[src/rtl/port_res_sel.sv]
`timescale 1ns/1ps
module port_res_sel #(
  parameter int DW       = 18,
  parameter int DEPTH    = 512,
  parameter int OFS_INIT = 8
) (
  input  logic                       clk,
  input  logic                       rst_n,
  input  logic                       cs_n,
  input  logic [2:0]                 addr,
  input  logic                       rw,
  input  logic                       en_n,
  input  logic                       oe_n,
  input  logic                       enb_n,
  input  logic [DW-1:0]              din,
  input  logic [DW-1:0]              ba_fifo_data,
  input  logic [DW-1:0]              byp_data,
  output logic [DW-1:0]              wdata,
  output logic                       ab_fifo_wr,
  output logic                       ba_fifo_rd,
  output logic                       byp_wr,
  output logic                       byp_rd,
  output logic [DW-1:0]              dout,
  output logic                       bus_oe,
  output logic                       byp_mode,
  output logic [$clog2(DEPTH)-1:0]   ofs_ae_ab,
  output logic [$clog2(DEPTH)-1:0]   ofs_af_ab,
  output logic [$clog2(DEPTH)-1:0]   ofs_ae_ba,
  output logic [$clog2(DEPTH)-1:0]   ofs_af_ba
);
  localparam int OW = $clog2(DEPTH);
  localparam logic [OW-1:0] OFS_RST = OW'(OFS_INIT);

  logic [OW-1:0] ofs_q [4];
  logic [DW-1:0] dout_q, rd_word;
  logic          drove_q, byp_q;
  logic          act, wr_ok, rd_ok, rst_ok;

  assign act    = !cs_n && !en_n;
  assign wr_ok  = act && !rw && !drove_q;
  assign rd_ok  = act && rw;
  assign rst_ok = !rst_n && cs_n && en_n && enb_n;

  assign wdata      = din;
  assign ab_fifo_wr = wr_ok && (addr == 3'b000);
  assign byp_wr     = wr_ok && (addr == 3'b001);
  assign ba_fifo_rd = rd_ok && (addr == 3'b000);
  assign byp_rd     = rd_ok && (addr == 3'b001);
  assign bus_oe     = !cs_n && rw && !oe_n;

  always_comb begin
    if (addr[2])
      rd_word = {{(DW-OW){1'b0}}, ofs_q[addr[1:0]]};
    else if (addr[1])
      rd_word = dout_q;
    else if (addr[0])
      rd_word = byp_data;
    else
      rd_word = ba_fifo_data;
  end

  always_ff @(posedge clk) begin
    if (rst_ok) begin
      dout_q  <= '0;
      drove_q <= 1'b0;
      byp_q   <= 1'b0;
      for (int i = 0; i < 4; i++) ofs_q[i] <= OFS_RST;
    end else begin
      if (rd_ok) dout_q <= rd_word;
      drove_q <= bus_oe;
      byp_q   <= !cs_n && (addr == 3'b001);
      for (int i = 0; i < 4; i++)
        if (wr_ok && addr[2] && (addr[1:0] == 2'(i))) ofs_q[i] <= din[OW-1:0];
    end
  end

  assign dout      = dout_q;
  assign byp_mode  = byp_q;
  assign ofs_ae_ab = ofs_q[0];
  assign ofs_af_ab = ofs_q[1];
  assign ofs_ae_ba = ofs_q[2];
  assign ofs_af_ba = ofs_q[3];

  assert_cs_idle_R1: assert property (@(posedge clk) disable iff (!rst_n)
    cs_n |-> !(ab_fifo_wr || byp_wr || ba_fifo_rd || byp_rd || bus_oe));

  assert_cs_no_byp_R3: assert property (@(posedge clk) disable iff (!rst_n)
    cs_n |=> !byp_mode);

  assert_ofs_hold_R4: assert property (@(posedge clk) disable iff (!rst_n)
    !(!cs_n && !en_n && !rw && addr[2]) |=>
      $stable({ofs_ae_ab, ofs_af_ab, ofs_ae_ba, ofs_af_ba}));

  assert_readback_R5: assert property (@(posedge clk) disable iff (!rst_n)
    (!cs_n && !en_n && rw && addr == 3'b110) |=> (dout == {{(DW-OW){1'b0}}, ofs_ae_ba}));

  assert_hold_R6: assert property (@(posedge clk) disable iff (!rst_n)
    (cs_n || en_n) |=> $stable(dout));

  assert_oe_dir_R8: assert property (@(posedge clk) disable iff (!rst_n)
    !rw |-> !bus_oe);

  assert_turnaround_R9: assert property (@(posedge clk) disable iff (!rst_n)
    bus_oe |=> !(ab_fifo_wr || byp_wr));

  assert_reserved_R10: assert property (@(posedge clk) disable iff (!rst_n)
    (addr[2:1] == 2'b01) |-> !(ab_fifo_wr || byp_wr || ba_fifo_rd || byp_rd));
endmodule

[config.mk]
export PLATFORM = sky130hd
export DESIGN_NAME = port_res_sel
export DESIGN_NICKNAME = d
export VERILOG_FILES = /design/src/rtl/port_res_sel.sv
export SDC_FILE = /design/constraint.sdc
export NUM_CORES = 1
export LEC_CHECK = 0
export BUFFER_PORTS_ARGS = -buffer_cell sky130_fd_sc_hd__buf_2
export CAP_MARGIN = 20
export CORE_MARGIN = 4
export CORE_UTILIZATION = 46
export CTS_CLUSTER_SIZE = 25
export DETAILED_ROUTE_END_ITERATION = 12
export HOLD_SLACK_MARGIN = 0.08
export PLACE_DENSITY_LB_ADDON = 0.15
export SLEW_MARGIN = 10
export SYNTH_ARGS = -nofsm -noshare
export SYNTH_HDL_FRONTEND = slang
export SYNTH_SLANG_ARGS = --single-unit
[constraint.sdc]
create_clock -name clk -period 2.35 [get_ports clk]
set_clock_uncertainty 0.1 [all_clocks]
set_input_delay 0.1175 -clock clk [delete_from_list [all_inputs] [get_ports clk]]
set_output_delay 0.1175 -clock clk [all_outputs]
set_load 0.02 [all_outputs]
* Word-level counts from Yosys, hierarchy flattened *
Memories as Yosys holds them, arrays and structs flattened.
Index checks and enable logic that the tools add are counted.

operators by class
  bitwise logic cells = 4
  equal/unequal tests = 5
  reduce and logical (&&, ||, !) cells = 28
  multiplexer cells = 21

operators with widths
  kind                  count
  $mux W18              3
  $mux W9               4
  $logic_and A1 B1 Y1   19
  $mux W1               14
  $logic_not A1 Y1      6
  $eq A2 B2 Y1 const B  2
  $or A1 B1 Y1          4
  $eq A3 B1 Y1 const B  1
  $logic_not A3 Y1      1
  $eq A2 B1 Y1 const B  1
  $logic_not A2 Y1      1
  $ne A2 B1 Y1 const B  1
  $reduce_and A2 Y1     1

word-level totals
  register bits after elaboration = 20
  output and inout port bits = 78
  input bits = 64
  memories = 1
  word-level logic and storage cells = 62
  bits in writable memories = 36

memory list
  memory  words  bits a word  read ports  clocked after Yosys merged registers in  write ports  line  source
  ofs_q   4      9            5           0                                        4            34    logic [OW-1:0] ofs_q [4];

* Longest topological paths before layout *
Gate-level depths: netlist of the first run.

  depth after elaboration = 10
  gate-level depth with buffers = 6
  depth with buffers taken out = 4

* Worst setup path before layout of the first run *
No wires, ideal clock.

  path kind = flip-flop to flip-flop
  from = register drove_q
  to = memory ofs_q[3][0] in the netlist's numbering, enable pin
  library setup time = 335 ps
  period minus slack after synthesis = 1630 ps
  arrival = 1195 ps
  data required time = 1915 ps
  slack = 720 ps
  stages on the path, launching flop included = 6
  buffers on the path = 1
  cells stage by stage = dfxtp_1 -> nor3_1 -> and3_1 -> buf_2 -> and2_1 -> or2_1

RTL lines
  item                    line  source
  start, declared         36    logic drove_q, byp_q;
  start signal, assigned  70    drove_q <= bus_oe;
  end, declared           34

==> results of run 1 <==
## synth_stat cells (all sizes together) (4+ instances only)
| master | number |
|---|---|
| o22ai | 9 |
| nor2 | 4 |
| nand2 | 22 |
| nor2b | 10 |
| nand2b | 4 |
| nor3 | 5 |
| mux2 | 18 |
| edfxtp | 36 |
| buf | 31 |
| a21oi | 18 |
| and2 | 25 |
| and3 | 9 |
| mux2i | 9 |
| dfxtp | 20 |
| a211oi | 9 |
| or2 | 4 |
| or3 | 19 |
## final cells by class
type / count / area, sq um / share of cell area (%)
clock inverters: 2 / 35.0 / 0.968
repair buffers: 142 / 788 / 21.8
well taps: 75 / 93.8 / 2.59
multi-input cells: 172 / 1140 / 31.6
clock buffers: 6 / 72.6 / 2.00
flip-flops and latches: 56 / 1480 / 40.9
inverters: 1 / 3.75 / 0.104
## worst max-delay path by stage
stage / slack (ns) / to / cells past startpoint / startpoint
floorplan: 0.72 / ofs_q[3][0]$_SDFFCE_PN0P_ / 5 / drove_q$_SDFF_PP0_
global placement: 0.56 / ofs_q[3][1]$_SDFFCE_PN0P_ / 5 / en_n
detailed placement: 0.48 / ofs_q[3][0]$_SDFFCE_PN0P_ / 5 / en_n
CTS: 0.43 / ofs_q[3][1]$_SDFFCE_PN0P_ / 6 / cs_n
global route: 0.26 / ofs_q[3][0]$_SDFFCE_PN0P_ / 6 / cs_n
finish: 0.40 / ofs_q[3][1]$_SDFFCE_PN0P_ / 6 / cs_n
## logic make-up after synthesis
family	Yosys count	synth area share (%)
AOI/OAI and AO/OA	37	7.72
muxes	27	10.1
buffers and inverters	35	8.98
and+or+nand+nor	108	21.8
DFF	56	51.3
## routing by layer
layer  vias up  share of wire, %
met5         -                 0
met4         0              0.50
met3         6               8.2
met2        96                49
met1      1044                42
li1       1148                 -
## cell usage in the layout (no fill, tap or decap), types with 10 or more instances in the layout
cell type	Yosys	layout
nor2b_1	10	10
nand2_1	21	21
mux2_2	15	15
dlygate4sd3_1	0	12
edfxtp_1	36	36
and2_1	25	25
dfxtp_1	20	20
or3_1	19	19
a21oi_1	18	18
buf_2	5	123
## critical path, delay by kind of cell
family | cells | cell delay (ns)
buffers and inverters | 2 | 0.69
and+or+nand+nor | 4 | 1.01
## state kept, by name, summed over array words and instances (netlist names)
| register | flops |
|---|---|
| drove_q | 1 |
| byp_mode | 1 |
| ofs_q | 36 |
| dout | 18 |
## power groups by stage
stage          combinational (mW)  sequential (mW)  clock (mW)
6_report                    0.357             1.11       0.619
5_1_grt                     0.389             1.12       0.676
4_1_cts                     0.360             1.11       0.636
3_5_place_dp                0.344             1.13           0
3_3_place_gp                0.339             1.13           0
2_1_floorplan               0.184             1.19           0
## timing repair
item                      in CTS  in global routing
hold buffers                  12                  0
resized for setup              0                  0
hold endpoints to repair      31                  0
==> results.yml, run 1 <==
sta:
  tightest_slew_ns: 0.368
  fmax_ghz: 0.512
  rsz0062_at_grt: "false"
  slew_violations: 0
  hold_ws_ns: 0.112
  period_needed_ns: 1.95
  fin_crit_sh_pct: 83.1
  relSlewSlack_pct: 75.5
  setup_ws_ns: 0.397
  hold_viol_final: 0
  finalSetupViolCount: 0
  fin_tns_setup_ns: 0
cells_and_area:
  fin_nets: 442
  area_growth_pct: 25.5
  drive_gt1_share_pct: 42.2
  instances_no_fill: 454
  utilization_pct: 60.4
  fillers: 550
  diodes: 0
  postLayoutCellArea_sq_um: 3620
clock_network:
  numCtsBuffers: 5
  cts_setup_buffers: 0
  cts_tree: "done"
  clk_pin_slew_ns: 0.09
  cts.sinks: 56
  clockBufferDepth: 2
  worstSkewPairLatency_ns: 0.31
  root_buffer: "clkbuf_8"
  htreeDepth: 2
synth:
  synth-edff-count: 36
  synth_top_area_share_pct: 37.5
  ys.flop_type: "edfxtp_1"
  synth_nets: 327
  synth_warnings: 0
  synth_top_cell_by_area: "edfxtp_1"
  yosysSeqAreaShare_pct: 51.3
  netlist_area_sq_um: 2890
  postSynthCellCount: 263
  synth_area_per_cell_sq_um: 11.0
  netlist_top_cells_area: "edfxtp_1, dfxtp_1, mux2_2"
  ys_seq_elements: 56
  async_flop_share_pct: 0
  synth_cell_types: 33
placed_design:
  place_area_sq_um: 3390
  gp_congestion: 0.751
  numPortBuffers: 123
  dp_cells: 434
  place_ws_ns: 0.482
  dpl.hpwl_mm: 5.45
status:
  outcome: "complete, no violations"
setup_path:
  cp_slowest_cell: "dlygate4sd3_1"
  crit_type: "input pin to register"
  reg2reg_depth: 4
  crit_arrival_ns: 1.83
  max_stage_delay_ns: 0.53
  worstPathCellList: "dlygate4sd3_1, buf_2, nor2b_1, and3_1, and2_1, or2_1"
  critPathCaptureType: "register"
  worstReg2RegEnd: "ofs_q[3][1]$_SDFFCE_PN0P_"
  setup.worst_path.start_class: "input pin"
  worst-r2r-setup-slack_ns: 0.47
  required_ns: 2.23
  crit_fanout: 10
  r2r_start: "drove_q$_SDFF_PP0_"
min_path:
  hold_path_class: "input pin to register"
  worst_hold_path.endpoint: "dout[11]$_SDFFE_PP0P_"
  min_from: "ba_fifo_data[11]"
  min_path_cells: 4
pwr:
  pwr-share-comb_pct: 17.1
  clock_power_share_pct: 29.7
  leakagePower_nw: 1.73
  pwr-share-seq_pct: 53.2
  power.total_mw: 2.08
  switching_share_pct: 25.4
  power_switching_mw: 0.529
  powerDensity_nw_per_um2: 576
  peakVddDrop_uv: 343
  power.internal_mw: 1.56
grt:
  grt_first_pass_wirelength_mm: 10.9
  grt_pass1_vias: 2211
  use_met1_pct: 24.3
  grtUsageMet3_pct: 3.97
  antenna_found_initial: 0
  grt_remaining_overflow: 0
  busiest_layer: "met2"
  grt.total_usage_pct: 18.6
  use_met2_pct: 31.3
  grt_max_degree: 37
floorplanning:
  core_area_sq_um: 5990
  die_w_um: 87.2
  pin_count: 142
  rows: 28
  die_area_sq_um: 7600
  start_util_pct: 48.2
  die_y_um: 87.2
detailed_routing:
  vias: 2294
  drtIter0Drc: 84
  via_per_inst: 5.05
  ant_nets: 0
  routed_wirelength_mm: 7.20
  drc_errors: 0
  firstDrtPassIters: 4
  wl_per_cell_um: 15.9
job:
  cap_violations: 0
No activity file was read; power rests on OpenSTA's default activity.
==> run 2: changes to the inputs <==
Clock period 2.35 ns to 1.8 ns, I/O delays scaled along.
==> run 2 against run 1 <==
Worst hold slack worse by 0.032 ns. Worst setup slack worse by 0.27 ns. Global-route usage is 0.21 points higher. Critical endpoint is now ofs_q[2][8]$_SDFFCE_PN0P_. First-iteration DRC count is 29% lower. Non-clock buffer count rose by 10. Clock power up 11%.
==> results.yml, run 2 (same netlist as run 1, synthesis figures left out) <==
status:
  outcome: "complete, no violations"
detailed_routing:
  firstDrtPassIters: 5
  drt-met1-wl_mm: 3.09
  vias: 2305
  topRoutingLayerUsed: "met4"
  via_per_inst: 4.97
  route.met2.wl_mm: 3.45
  drtIter0Drc: 60
  wl_met3_um: 585
  wl_per_cell_um: 15.6
  ant_nets: 0
  drc_errors: 0
  routed_wirelength_mm: 7.23
sta:
  relSlewSlack_pct: 76.0
  fin_tns_setup_ns: 0
  period_needed_ns: 1.68
  tightest_slew_ns: 0.359
  finalSetupViolCount: 0
  hold_viol_final: 0
  slew_violations: 0
  fin_crit_sh_pct: 93.1
  rsz0062_at_grt: "false"
  fmax_ghz: 0.597
placed_design:
  dpl.hpwl_mm: 5.36
  numPortBuffers: 123
  gp_congestion: 0.766
  place_area_sq_um: 3440
grt:
  antenna_found_initial: 0
  grt_pass1_vias: 2254
  grt_first_pass_wirelength_mm: 11.1
  grt_max_degree: 37
  grt_remaining_overflow: 0
  grt.total_usage_pct: 18.8
clock_network:
  htreeDepth: 2
  cts.sinks: 56
  worstSkewPairLatency_ns: 0.31
  clk_pin_slew_ns: 0.10
  numCtsBuffers: 5
  root_buffer: "clkbuf_8"
  clockBufferDepth: 2
  cts_tree: "done"
setup_path:
  startpoint: "cs_n"
  crit_type: "input pin to register"
  worst-r2r-setup-slack_ns: 0.18
  crit_fanout: 10
  required_ns: 1.73
  reg2reg_depth: 4
  critPathCapture: "ofs_q[2][8]$_SDFFCE_PN0P_"
  setup.worst_path.start_class: "input pin"
  r2r_start: "drove_q$_SDFF_PP0_"
  critPathCaptureType: "register"
  crit_arrival_ns: 1.60
  worstReg2RegEnd: "ofs_q[2][8]$_SDFFCE_PN0P_"
floorplanning:
  start_util_pct: 48.2
  die_w_um: 87.2
  rows: 28
  die_area_sq_um: 7600
  die_y_um: 87.2
  core_area_sq_um: 5990
  pin_count: 142
cells_and_area:
  drive_gt1_share_pct: 42.2
  largest_reg_flops: 36
  final_cell_mix: "buf_2, edfxtp_1, and2_1, nand2_1, dfxtp_1"
  area_growth_pct: 29.0
  diodes: 0
  fin_nets: 452
  top_register: "ofs_q"
  postLayoutCellArea_sq_um: 3720
  layout_commonest_cell: "buf_2"
pwr:
  powerDensity_nw_per_um2: 705
  peakVddDrop_uv: 333
  leakagePower_nw: 1.77
min_path:
  hold_path_class: "input pin to output pin"
  min_from: "din[9]"
job:
  cap_violations: 0
[run 2: cell count changes in the layout (fill, tap and decap cells not counted), sizes merged]
cell         change
buf              +3
bufinv           -1
clkbuf           -1
clkinvlp         +2
dlygate4sd3      +7
[run 2: worst min-delay path by stage]
stage | cells after the start | slack, ns | end
global route | 0 | 0.08 | wdata[16]
detailed placement | 0 | 0.08 | wdata[14]
floorplan | 1 | 0.07 | drove_q$_SDFF_PP0_
global placement | 0 | 0.08 | wdata[14]
CTS | 0 | 0.08 | wdata[14]
finish | 0 | 0.08 | wdata[9]
[run 2: through the flow]
step	power, mW	worst slack [ns]	hold WS [ns]	util, %	cells
after floorplan	1.80	0.170	0.0651	-	263
after global placement	1.93	0.146	0.0801	57.4	437
after detailed placement	1.94	0.0782	0.0801	57.4	437
after CTS	2.65	0.0565	0.0801	62.1	464
after global routing	2.74	0.0515	0.0800	62.1	464
final	2.62	0.125	0.0800	62.1	464
[run 2: worst max-delay path, stage by stage]
cell and delay [ns]:
dlygate4sd3_1 0.55, buf_2 0.17, nor2b_1 0.16, and3_1 0.22, and2b_4 0.21, or2_4 0.20
[run 2: final cells by class]
| cell class | instances | area (sq um) |
|---|---|---|
| sequential | 56 | 1480 |
| multi-input combinational | 172 | 1150 |
| tap | 75 | 93.8 |
| clock inverter | 3 | 18.8 |
| clock buffer | 5 | 68.8 |
| fill | 542 | 2270 |
| timing repair buffer | 152 | 906 |
| inverter | 1 | 3.75 |
[run 2: timing repair]
action,CTS,global route
hold buffers,19,0
gates resized for setup,0,2
hold endpoints to repair,43,0
setup buffers,0,0
endpoints found under the setup margin,0,18
[run 2: power breakdown]
part | switching, mW | internal (mW) | total [mW]
Clock | 0.414 | 0.270 | 0.684
Combinational | 0.274 | 0.218 | 0.491
Sequential | 0.0269 | 1.42 | 1.45
Total | 0.715 | 1.91 | 2.62
[run 2: layer usage]
layer,track usage (%),up-vias
met1,24.3,1039
met3,4.16,13
li1,-,1168
met4,5.58,0
met5,0,-
met2,31.7,85
